===== src/rtl/cmt_pkg.sv =====
// Shared register map and bit positions for the interval timer.
// Assumes a two-bit register address and data at least four bits wide.
package cmt_pkg;
    localparam logic [1:0] ADDR_CTRL  = 2'd0;
    localparam logic [1:0] ADDR_COUNT = 2'd1;
    localparam logic [1:0] ADDR_LIMIT = 2'd2;

    localparam int CTRL_RUN    = 0;
    localparam int CTRL_SEL_LO = 1;
    localparam int CTRL_FLAG   = 3;

    typedef struct packed {
        logic [1:0] sel;
        logic       run;
    } ctrl_t;
endpackage


===== src/rtl/cmt_prescaler.sv =====
// Free-running clock divider that emits a one-cycle enable pulse at the
// ratio chosen by a two-bit code: 2^(BASE + STEP*code).
// Assumes BASE >= 1. The divider is held at zero while run is low, so a
// restart always waits a full ratio before the first pulse.
module cmt_prescaler #(
    parameter int BASE = 3,
    parameter int STEP = 2,
    localparam int DIV_W = BASE + 3 * STEP
) (
    input  logic       clk,
    input  logic       rst_n,
    input  logic       run,
    input  logic [1:0] sel,
    output logic       tick
);
    logic [DIV_W-1:0] div_q;
    logic [DIV_W-1:0] mask [4];

    // One low-bits mask per select code.
    for (genvar g = 0; g < 4; g++) begin : g_mask
        assign mask[g] = {DIV_W{1'b1}} >> (DIV_W - (BASE + STEP * g));
    end

    // Divider: counts while running, cleared while stopped.
    always_ff @(posedge clk) begin
        if (!rst_n || !run) div_q <= '0;
        else                div_q <= div_q + 1'b1;
    end

    // Pulse when the selected low bits are all ones.
    assign tick = run && ((div_q & mask[sel]) == mask[sel]);

    p_no_tick_at_start_r5: assert property (@(posedge clk) disable iff (!rst_n)
        $rose(run) |-> !tick);
endmodule


===== src/rtl/cmt_counter.sv =====
// Up-counter with clear on match. It advances on tick, reloads from the
// bus and is forced to zero in standby. It reports a match (hit) when a tick
// arrives while the count equals the limit.
// Assumes tick is a single-cycle enable in the same clock domain.
module cmt_counter #(
    parameter int W = 16
) (
    input  logic         clk,
    input  logic         rst_n,
    input  logic         standby,
    input  logic         tick,
    input  logic [W-1:0] limit,
    input  logic         wr_en,
    input  logic [W-1:0] wr_data,
    output logic [W-1:0] cnt,
    output logic         hit
);
    logic [W-1:0] cnt_q;

    assign hit = tick && !standby && (cnt_q == limit);
    assign cnt = cnt_q;

    // Count register: init, bus load, clear on match, else advance.
    always_ff @(posedge clk) begin
        if (!rst_n || standby) cnt_q <= '0;
        else if (wr_en)        cnt_q <= wr_data;
        else if (hit)          cnt_q <= '0;
        else if (tick)         cnt_q <= cnt_q + 1'b1;
    end

    p_hold_when_idle_r4: assert property (@(posedge clk) disable iff (!rst_n)
        (!tick && !wr_en && !standby) |=> $stable(cnt_q));
    p_standby_zero_r2: assert property (@(posedge clk) disable iff (!rst_n)
        standby |=> (cnt_q == '0));
    p_advance_r3: assert property (@(posedge clk) disable iff (!rst_n)
        (tick && !standby && !wr_en && (cnt_q != limit)) |=> (cnt_q == $past(cnt_q) + 1'b1));
endmodule


===== src/rtl/cmt_regs.sv =====
// Register file for the timer: control (run, select), limit and the sticky
// match flag, plus the read mux. Hardware set of the flag beats a
// software clear. Standby and reset restore initial values.
// Assumes W >= 4.
module cmt_regs
    import cmt_pkg::*;
#(
    parameter int W = 16
) (
    input  logic         clk,
    input  logic         rst_n,
    input  logic         standby,
    input  logic [1:0]   addr,
    input  logic         we,
    input  logic [W-1:0] wdata,
    input  logic [W-1:0] cnt,
    input  logic         hit,
    output logic         run,
    output logic [1:0]   sel,
    output logic [W-1:0] limit,
    output logic         cnt_wr,
    output logic [W-1:0] rdata
);
    ctrl_t        ctrl_q;
    logic [W-1:0] limit_q;
    logic         flag_q;
    logic         wr_ctrl;
    logic         wr_limit;

    assign wr_ctrl  = we && !standby && (addr == ADDR_CTRL);
    assign wr_limit = we && !standby && (addr == ADDR_LIMIT);
    assign cnt_wr   = we && !standby && (addr == ADDR_COUNT);

    // Control register: run bit and ratio select.
    always_ff @(posedge clk) begin
        if (!rst_n || standby) ctrl_q <= '0;
        else if (wr_ctrl) begin
            ctrl_q.run <= wdata[CTRL_RUN];
            ctrl_q.sel <= wdata[CTRL_SEL_LO +: 2];
        end
    end

    // Limit register, initialised to all ones.
    always_ff @(posedge clk) begin
        if (!rst_n || standby) limit_q <= '1;
        else if (wr_limit)     limit_q <= wdata;
    end

    // Match flag: set by hardware, cleared only by writing zero.
    always_ff @(posedge clk) begin
        if (!rst_n || standby)               flag_q <= 1'b0;
        else if (hit)                        flag_q <= 1'b1;
        else if (wr_ctrl && !wdata[CTRL_FLAG]) flag_q <= 1'b0;
    end

    // Read mux.
    always_comb begin
        rdata = '0;
        case (addr)
            ADDR_CTRL: begin
                rdata[CTRL_RUN]          = ctrl_q.run;
                rdata[CTRL_SEL_LO +: 2]  = ctrl_q.sel;
                rdata[CTRL_FLAG]         = flag_q;
            end
            ADDR_COUNT: rdata = cnt;
            ADDR_LIMIT: rdata = limit_q;
            default:    rdata = '0;
        endcase
    end

    assign run   = ctrl_q.run;
    assign sel   = ctrl_q.sel;
    assign limit = limit_q;

    p_flag_set_wins_r8: assert property (@(posedge clk) disable iff (!rst_n)
        hit |=> flag_q);
    p_flag_w1_keeps_r7: assert property (@(posedge clk) disable iff (!rst_n)
        (wr_ctrl && wdata[CTRL_FLAG] && !hit) |=> $stable(flag_q));
    p_standby_init_r2: assert property (@(posedge clk) disable iff (!rst_n)
        standby |=> (limit_q == '1 && !ctrl_q.run && ctrl_q.sel == 2'b00 && !flag_q));
endmodule


===== src/rtl/interval_timer.sv =====
// Top of the compare match interval timer: prescaler, counter and
// register file. Single clock domain, synchronous active-low reset.
module interval_timer #(
    parameter int CNT_W         = 16,
    parameter int PRE_BASE_LOG2 = 3,
    parameter int PRE_STEP_LOG2 = 2
) (
    input  logic             clk,
    input  logic             rst_n,
    input  logic             standby,
    input  logic [1:0]       bus_addr,
    input  logic             bus_we,
    input  logic [CNT_W-1:0] bus_wdata,
    output logic [CNT_W-1:0] bus_rdata
);
    logic             run;
    logic [1:0]       sel;
    logic             tick;
    logic             hit;
    logic             cnt_wr;
    logic [CNT_W-1:0] cnt;
    logic [CNT_W-1:0] limit;

    cmt_prescaler #(.BASE(PRE_BASE_LOG2), .STEP(PRE_STEP_LOG2)) u_pre (
        .clk(clk), .rst_n(rst_n), .run(run), .sel(sel), .tick(tick)
    );

    cmt_counter #(.W(CNT_W)) u_cnt (
        .clk(clk), .rst_n(rst_n), .standby(standby), .tick(tick),
        .limit(limit), .wr_en(cnt_wr), .wr_data(bus_wdata),
        .cnt(cnt), .hit(hit)
    );

    cmt_regs #(.W(CNT_W)) u_regs (
        .clk(clk), .rst_n(rst_n), .standby(standby), .addr(bus_addr),
        .we(bus_we), .wdata(bus_wdata), .cnt(cnt), .hit(hit),
        .run(run), .sel(sel), .limit(limit), .cnt_wr(cnt_wr),
        .rdata(bus_rdata)
    );
endmodule


===== config.mk =====
export PLATFORM = sky130hd
export DESIGN_NAME = interval_timer
export DESIGN_NICKNAME = d
export VERILOG_FILES = /design/src/rtl/cmt_pkg.sv /design/src/rtl/cmt_prescaler.sv /design/src/rtl/cmt_counter.sv /design/src/rtl/cmt_regs.sv /design/src/rtl/interval_timer.sv
export SDC_FILE = /design/constraint.sdc
export NUM_CORES = 1
export LEC_CHECK = 0
export BUFFER_PORTS_ARGS = -buffer_cell sky130_fd_sc_hd__buf_4
export CAP_MARGIN = 20
export CORE_MARGIN = 10
export CORE_UTILIZATION = 35
export CTS_CLUSTER_SIZE = 20
export DETAILED_ROUTE_END_ITERATION = 16
export GPL_TIMING_DRIVEN = 1
export PLACE_DENSITY_LB_ADDON = 0.15
export REMOVE_ABC_BUFFERS = 1
export SLEW_MARGIN = 5
export SYNTH_ARGS = -nofsm -noshare
export SYNTH_HDL_FRONTEND = slang
export SYNTH_SLANG_ARGS = --single-unit

===== constraint.sdc =====
create_clock -name clk -period 3.5 [get_ports clk]
set_input_delay 0.175 -clock clk [delete_from_list [all_inputs] [get_ports clk]]
set_output_delay 0.175 -clock clk [all_outputs]
set_load 0.02 [all_outputs]

==> flow_results.org, run 1 <==
** STA
- Final-report hold violation count :: 0
- RSZ-0062 raised after global routing :: false
- Across the routed clock network, the largest skew measured is between 0.01 and 0.015 ns.
- Timing-limited maximum frequency :: between 0.4 and 0.5 GHz
- Setup total negative slack on the finished layout was measured at 0 ns.
- Setup violations remaining at the end of the flow were counted as 0.
- Worst relative slew slack :: 0.4950
- In the finished design, the share of the clock period the worst path needs comes to 0.6709.
- Final Slew Violations :: 0
- Once routing completed, OpenROAD measured the worst setup slack at around 1.2 ns.
- For the pin with the worst max-slew slack, the measured transition is between 0.7 and 0.8 ns.
- Final critical delay including setup and external delays :: 2.348 ns

** Route
- Dividing the detail-routed wire length by the instance count gives approximately 16 µm.
- In the routed design, unresolved DRC markers number 0.
- Detailed Routing Iterations Pass 1 :: 5
- Once detail routing completed, the nets flagged for antenna violations numbered 0.
- Post-detailed-routing wire length :: between 7000 and 8000 µm
- Dividing the detail-routed via count by the number of cells gives approximately 5.3.
- The first routing iteration left ~160 violations.
- Total via count in the routed design :: about 2400

** Hold path
- The worst hold path passes through 3 cells.
- Hold crit path type :: input pin to flop

** Placement
- Port buffer count :: 37
- Once placement completed, the tool counted placed cells totaling 450.
- Total cell area at the placement stage :: 0.002910 mm²
- Sum of net half-perimeters after detailed placement :: around 5200 µm
- Placer Congestion :: 0.8079
- Minimum setup slack after placement :: ~1.2 ns

** Logic synthesis
- FFs w/ async S/R, synth :: 0
- For this run, the leading register cell type out of synthesis is sky130_fd_sc_hd__dfxtp_1.
- The Yosys step of the flow raised 0 warnings.
- Leading cell types by count after synthesis :: sky130_fd_sc_hd__nand2_1, sky130_fd_sc_hd__dfxtp_1, sky130_fd_sc_hd__nand3_1
- For this run, the register share of the synthesized area comes to 0.3361.
- Yosys mapped the design onto 45 distinct sky130hd cell types.
- The most common cell in the synthesized netlist is sky130_fd_sc_hd__nand2_1.
- Synthesis produced a netlist whose cell count is 337.
- Area share of the leading cell type in the synthesized netlist :: 0.3361
- Cell area after synthesis :: between 0.002 and 0.003 mm²
- Syn avg cell area :: 7.953 µm²
- Most area-consuming cells after synthesis :: sky130_fd_sc_hd__dfxtp_1, sky130_fd_sc_hd__nand2_1, sky130_fd_sc_hd__nand3_1
- In this run, synthesis inferred 0 flip-flops with an integrated enable.
- Post-synth top area cell :: sky130_fd_sc_hd__dfxtp_1
- After synthesis the netlist holds a flip-flop and latch count of 45.

** Power and ir drop
- Dividing total power by cell area gives a power density of about 360 mW/mm².
- Maximum ir drop on the vdd rail :: 150.2 µV
- For this design the static power due to leakage is 1.106 nW.

** Global route
- Entering global routing, the biggest net connects 30 pins.
- Total global-route track usage :: 0.1329
- Total congestion overflow :: 0
- First-pass GRT wire length :: approximately 13000 µm
- The number of global-route vias before repair is ~2400.
- The number of antenna violations at the first check in global routing is 0.

** Worst setup path
- Largest fanout on the critical path :: 9
- Number of cells on the worst reg-to-reg path :: 6
- For this run, the slowest stage of the critical path takes approximately 0.48 ns.
- Data arrives at the worst endpoint at 2.51 ns.
- The worst setup path is launched from a flop.
- The largest individual stage delay along the critical path comes from the cell sky130_fd_sc_hd__dfxtp_1.
- Required @ worst endpoint :: ~3.7 ns
- Endpoint kind of the worst setup timing path :: flop
- The setup path with the least slack is of type flop to flop.
- Walking the worst path, the cells encountered are xnor2_1, nand4_1, nor4_1, and2_1, or3_1, o22ai_1.

** Clock tree
- TritonCTS created 5 clock buffers.
- The number of hold buffers added after CTS was 0.
- TritonCTS built the clock tree.
- Post-cts gate resize count :: 0
- CTS Root Cell :: sky130_fd_sc_hd__clkbuf_8
- CTS built an H-tree with a depth of 2.
- Setup repair bufs after CTS :: 0
- Maximum buffer depth of the clock tree :: 2
- Clock slew at the register clock pins of the worst setup and hold paths :: around 0.090 ns
- CTS sink cnt :: 45
- Clock latency on the worst-skew pair, taken at its later pin, is roughly 0.3 ns.

** Final layout
- Fraction of final layout cells with drive strength greater than 1 :: 0.1504
- Post-route cell area :: just over 0.003 mm²
- Post-Layout Cell Count :: between 400 and 500
- The net count of the finished layout is approximately 390.
- 0 antenna diodes ended up in the layout.
- Layout-stage area growth over the synthesis result :: 12.93%

** Die
- Cell row count :: 31
- Measured along the y axis, the die boundary spans ~110 µm.
- The core region is 0.007331 mm².
- For this design the top-level I/O count stands at 38.
- Width of the die :: 107.5 µm
- The die covers between 0.01 and 0.015 mm².
- Initial Utilization :: 0.3656

** Flow run
- Across the run, the number of max-cap violations was 0.

** Run status
- Status :: complete, no violations
## power by group
part           total (mW)  internal, mW  switching [mW]
combinational       0.133        0.0582          0.0751
clock               0.421         0.233           0.188
sequential          0.525         0.517         0.00802
## cells in the final DEF (no fill, tap or decap), drive strengths merged, types with 4 or more instances in the layout
cell    netlist  routed
xor2          6       6
or3           4       4
nand3        33      33
ha            6       6
o21ai        11      11
and3          9       9
dfxtp        45      45
nor3          5       5
xnor2        18      18
nor2b        14      14
a21oi        25      25
nand2        52      52
clkbuf       18       7
inv           4       4
nor2         17      17
a22oi        13      13
o22ai         8       8
a222oi        4       4
nand4         7       7
buf           8      40
## cells by family (layout without fill, tap and decap cells)
group / after synthesis / count (layout) / synth area share
buf+inv: 30 / 52 / 0.07796
flops: 45 / 45 / 0.3361
xor+xnor: 24 / 24 / 0.07843
simple gates: 155 / 155 / 0.2908
fa+ha+maj: 6 / 6 / 0.02801
mux: 1 / 1 / 0.003735
compound gates: 76 / 76 / 0.1849
## critical path, delay by kind of cell, from the launching register on
| family | cells | cell delay [ns] |
|---|---|---|
| compound gates | 1 | 0.15 |
| simple gates | 4 | 1.39 |
| xor+xnor | 1 | 0.17 |
| flops | 1 | 0.48 |
## worst paths after layout
kind	from	end	slack [ns]
setup / recovery	u_cnt.cnt[3]	u_cnt.cnt[13]	1.15
hold / removal	bus_wdata[6]	u_regs.limit[6]	0.09
setup reg to reg	u_cnt.cnt[3]	u_cnt.cnt[13]	1.15
hold reg to reg	u_pre.div_q[0]	u_pre.div_q[0]	0.45
## state kept, by name, indices dropped and copies added, names as in the netlist
name and flops:
u_cnt.cnt 16, u_pre.div_q 9, u_regs.flag_q 1, u_regs.limit 16, u_regs.run 1, u_regs.sel 2
## per-layer routing
metal | track usage | vias to the layer above | share of wire
met5 | 0 | - | 0
met4 | 0.04294 | 0 | 0.012
met3 | 0.03054 | 6 | 0.057
met2 | 0.2069 | 53 | 0.45
met1 | 0.1764 | 1131 | 0.48
li1 | - | 1242 | -
## layout make-up
cell class | instances | area [µm²]
repair buffers | 40 | 300.3
multi-input cells | 262 | 1570
inverters | 4 | 15.01
fillers | 777 | 4304
well taps | 99 | 123.9
clock inverters | 1 | 30.03
clock buffers | 7 | 86.33
flip-flops and latches | 45 | 900.9
## per-stage QoR
step                      power [mW]  hold slack (ns)    util
after floorplan               0.6062           0.2990       -
after global placement        0.6716           0.3958  0.3970
after detailed placement      0.6721           0.4018  0.3970
after CTS                      1.092          0.07773  0.4129
after global routing           1.123          0.07908  0.4129
final                          1.080          0.08602  0.4129
(Power assumes the default switching activity.)
==> run 2: changes to the inputs <==
- clock period: 3.5 -> 2.4 ns (I/O delays scaled with it)
==> run 2 against run 1 <==
Compared with the run above:
- final cell count grew 1.1%
- wire length grew 1.4%
- sequential share of layout area shrank 0.53 points
- sequential power grew 46%
- non-clock buffer count grew 5
- critical path type unchanged
- largest power group unchanged
- highest routed layer unchanged
==> flow_results.org, run 2 (synthesis results as in run 1) <==
** Run status
- Status :: complete, no violations (unchanged)

** Die
- Area of the die :: 0.01156 mm² (unchanged)
- The height of the die came to 107.5 µm (unchanged).
- Width of the die :: 107.5 µm (unchanged)
- The number of top-level pins is 38 (unchanged).
- Cell row count :: 31 (unchanged)
- The effective utilization at floorplan is 0.3656 (unchanged).
- The core region area is 0.007331 mm² (unchanged).

** Route
- Total via count in the routed design :: 2438 (was 2432)
- Vias per Instance :: 5.266 (was 5.310)
- The number of DRC violations after detailed-routing iteration 0 came to 162 (was 156).
- Detailed Routing Iterations Pass 1 :: 4 (was 5)
- # DRC :: 0 (unchanged)
- The total wire length after detailed routing came to 7616 µm (was 7511 µm).
- Routed wire per std cell :: 16.45 µm (was 16.40 µm)
- The remaining antenna violation count is 0 (unchanged).

** Final layout
- Commonest cells after routing, fill and taps aside: sky130_fd_sc_hd__nand2_1, sky130_fd_sc_hd__buf_4, sky130_fd_sc_hd__dfxtp_1 (was sky130_fd_sc_hd__nand2_1, sky130_fd_sc_hd__dfxtp_1, sky130_fd_sc_hd__buf_4).
- The number of filler cells placed in the layout is 767 (was 777).
- Post-route cell area :: 0.003082 mm² (was 0.003027 mm²)
- Most common cell after layout, fill and taps aside :: sky130_fd_sc_hd__nand2_1 (unchanged)
- The area added between synthesis and finish was 14.99% (was 12.93%).
- Share of the core filled with cells in the final layout :: 0.4204 (was 0.4129)
- Ant. Diodes :: 0 (unchanged)
- Post-Layout Cell Count :: 463 (was 458)
- The share of final-layout standard cells stronger than drive strength 1 is 0.1648 (was 0.1504).
- Final #Nets :: 391 (was 386)

** Clock tree
- Setup repair bufs after CTS :: 0 (unchanged)
- H-tree Lvls :: 2 (unchanged)
- The clock tree from TritonCTS is built (unchanged).
- Maximum buffer depth of the clock tree :: 2 (unchanged)
- The total CTS buffers came to 5 (unchanged).
- The clock transition at the registers of the reported paths was 0.09 ns (about the same).
- The quantity of hold-fixing buffers added after cts came to 0 (unchanged).
- The number of clock sinks came to 45 (unchanged).
- The clock latency at the later pin of the worst-skew pair came to 0.30 ns (about the same).
- The root cell of the clock tree was sky130_fd_sc_hd__clkbuf_8 (unchanged).
- Post-cts gate resize count :: 0 (unchanged)

** Power and ir drop
- The leakage dissipation came to 1.141 nW (was 1.106 nW).
- Final Power :: 1.644 mW (was 1.080 mW)
- The power per standard cell area is 533.5 mW/mm² (was 356.8 mW/mm²).
- The peak supply drop came to 255.2 µV (was 150.2 µV).

** Placement
- Port buffer count :: 37 (unchanged)
- The final weighted congestion of routability-driven global placement is 0.8201 (was 0.8079).
- Total cell area at the placement stage :: 0.002948 mm² (was 0.002910 mm²)
- Sum of net half-perimeters after detailed placement :: 5422 µm (was 5210 µm)
- Cells after DPL :: 455 (was 450)

** Worst setup path
- The maximum fanout encountered on the critical timing path was 9 (unchanged).
- Endpoint kind of the worst setup timing path :: flop (unchanged)
- Critical Path AT :: 2.29 ns (was 2.51 ns)
- The gate family responsible for the most delay along the worst path is simple AND/OR/NAND/NOR gates (unchanged).
- Cell chain of the critical path :: xnor2_1, nand4_1, nor4_1, and2_1, or3_1, o22ai_1 (unchanged)
- Critical path buffer and inverter count :: 0 (unchanged)
- Required @ worst endpoint :: 2.57 ns (was 3.66 ns)
- The cell type of the slowest stage on the worst timing path is sky130_fd_sc_hd__dfxtp_1 (unchanged).
- The largest stage delay on the critical path is 0.46 ns (was 0.48 ns).
- Classification of the worst setup path :: flop to flop (unchanged)
- Kind of launch point of the worst setup path :: flop (unchanged)

** Flow run
- The total of max-cap violations was 0 (unchanged).

** STA
- Final critical delay including setup and external delays :: 2.118 ns (was 2.348 ns)
- Final-report hold violation count :: 0 (unchanged)
- Final Slew Violations :: 0 (unchanged)
- The worst clock skew came to 0.004444 ns (was 0.01037 ns).
- Timing-limited maximum frequency :: 0.4721 GHz (was 0.4259 GHz)
- Hold_ws :: 0.03866 ns (was 0.08602 ns)
- The actual slew at the worst max-slew pin came to 0.7135 ns (was 0.7576 ns).
- RSZ-0062 raised after global routing :: false (unchanged)
- Final critical-path share of the clock period :: 0.8826 (was 0.6709)
- The number of failing setup endpoints in the final timing report was 0 (unchanged).
- Worst relative slew slack :: 0.5244 (was 0.4950)

** Global route
- Total congestion overflow :: 0 (unchanged)
- Maximum number of pins on one net before global-route repair :: 29 (was 30)
- Vias in the first global route :: 2351 (was 2391)
- The total global routing track utilization is 0.1296 (was 0.1329).
- First-pass GRT wire length :: 12230 µm (was 12520 µm)
- Antenna violations before repair :: 0 (unchanged)

** Hold path
- Hold crit path type :: input pin to flop (unchanged)
run 2: cell count changes in the layout (fill, tap and decap cells not counted):
cell,previous run,this run
sky130_fd_sc_hd__buf_4,40,45
sky130_fd_sc_hd__bufinv_16,1,2
sky130_fd_sc_hd__clkbuf_1,1,0
sky130_fd_sc_hd__clkbuf_8,6,5
sky130_fd_sc_hd__clkinv_2,0,1
run 2: tightest hold or removal path, stage by stage:
cell,delay (ns)
sky130_fd_sc_hd__buf_4,0.08
sky130_fd_sc_hd__nand2_1,0.04
sky130_fd_sc_hd__nand3_1,0.06
run 2: through the flow:
step | TNS [ns] | worst slack [ns]
finish | 0 | 0.2816
global route | 0 | 0.1470
CTS | 0 | 0.2902
detailed placement | 0 | 0.3084
global placement | 0 | 0.3304
floorplan | -0.07922 | -0.07922
run 2: worst paths after layout:
kind / from / end / slack [ns] / depth (start not counted)
max: u_cnt.cnt[3] / u_cnt.cnt[13] / 0.28 / 6
min: bus_wdata[10] / u_regs.limit[10] / 0.04 / 3
max reg2reg: u_cnt.cnt[3] / u_cnt.cnt[13] / 0.28 / 6
min reg2reg: u_pre.div_q[0] / u_pre.div_q[0] / 0.45 / 1
run 2: area by class of cell:
cell class | instances | area, µm² | share of cell area
multi-input combinational | 262 | 1570 | 0.5095
timing repair buffer | 45 | 337.8 | 0.1096
inverter | 4 | 15.01 | 0.004872
tap | 99 | 123.9 | 0.04019
clock inverter | 3 | 65.06 | 0.02111
clock buffer | 5 | 68.82 | 0.02233
sequential | 45 | 900.9 | 0.2923
run 2: metal layers:
layer | up-vias | wire [µm] | GRT usage
li1 | 1256 | - | -
met1 | 1134 | 3804 | 0.1792
met2 | 44 | 3403 | 0.1964
met3 | 4 | 341 | 0.02934
met4 | 0 | 67 | 0.03435
met5 | - | 0 | 0
run 2: report_power, final:
group          switching, mW  total (mW)  internal (mW)  leakage (nW)
Combinational          0.112       0.199         0.0875         0.709
Sequential            0.0111       0.765          0.754         0.364
Clock                  0.266       0.679          0.414        0.0681
Total                  0.389        1.64           1.26          1.14
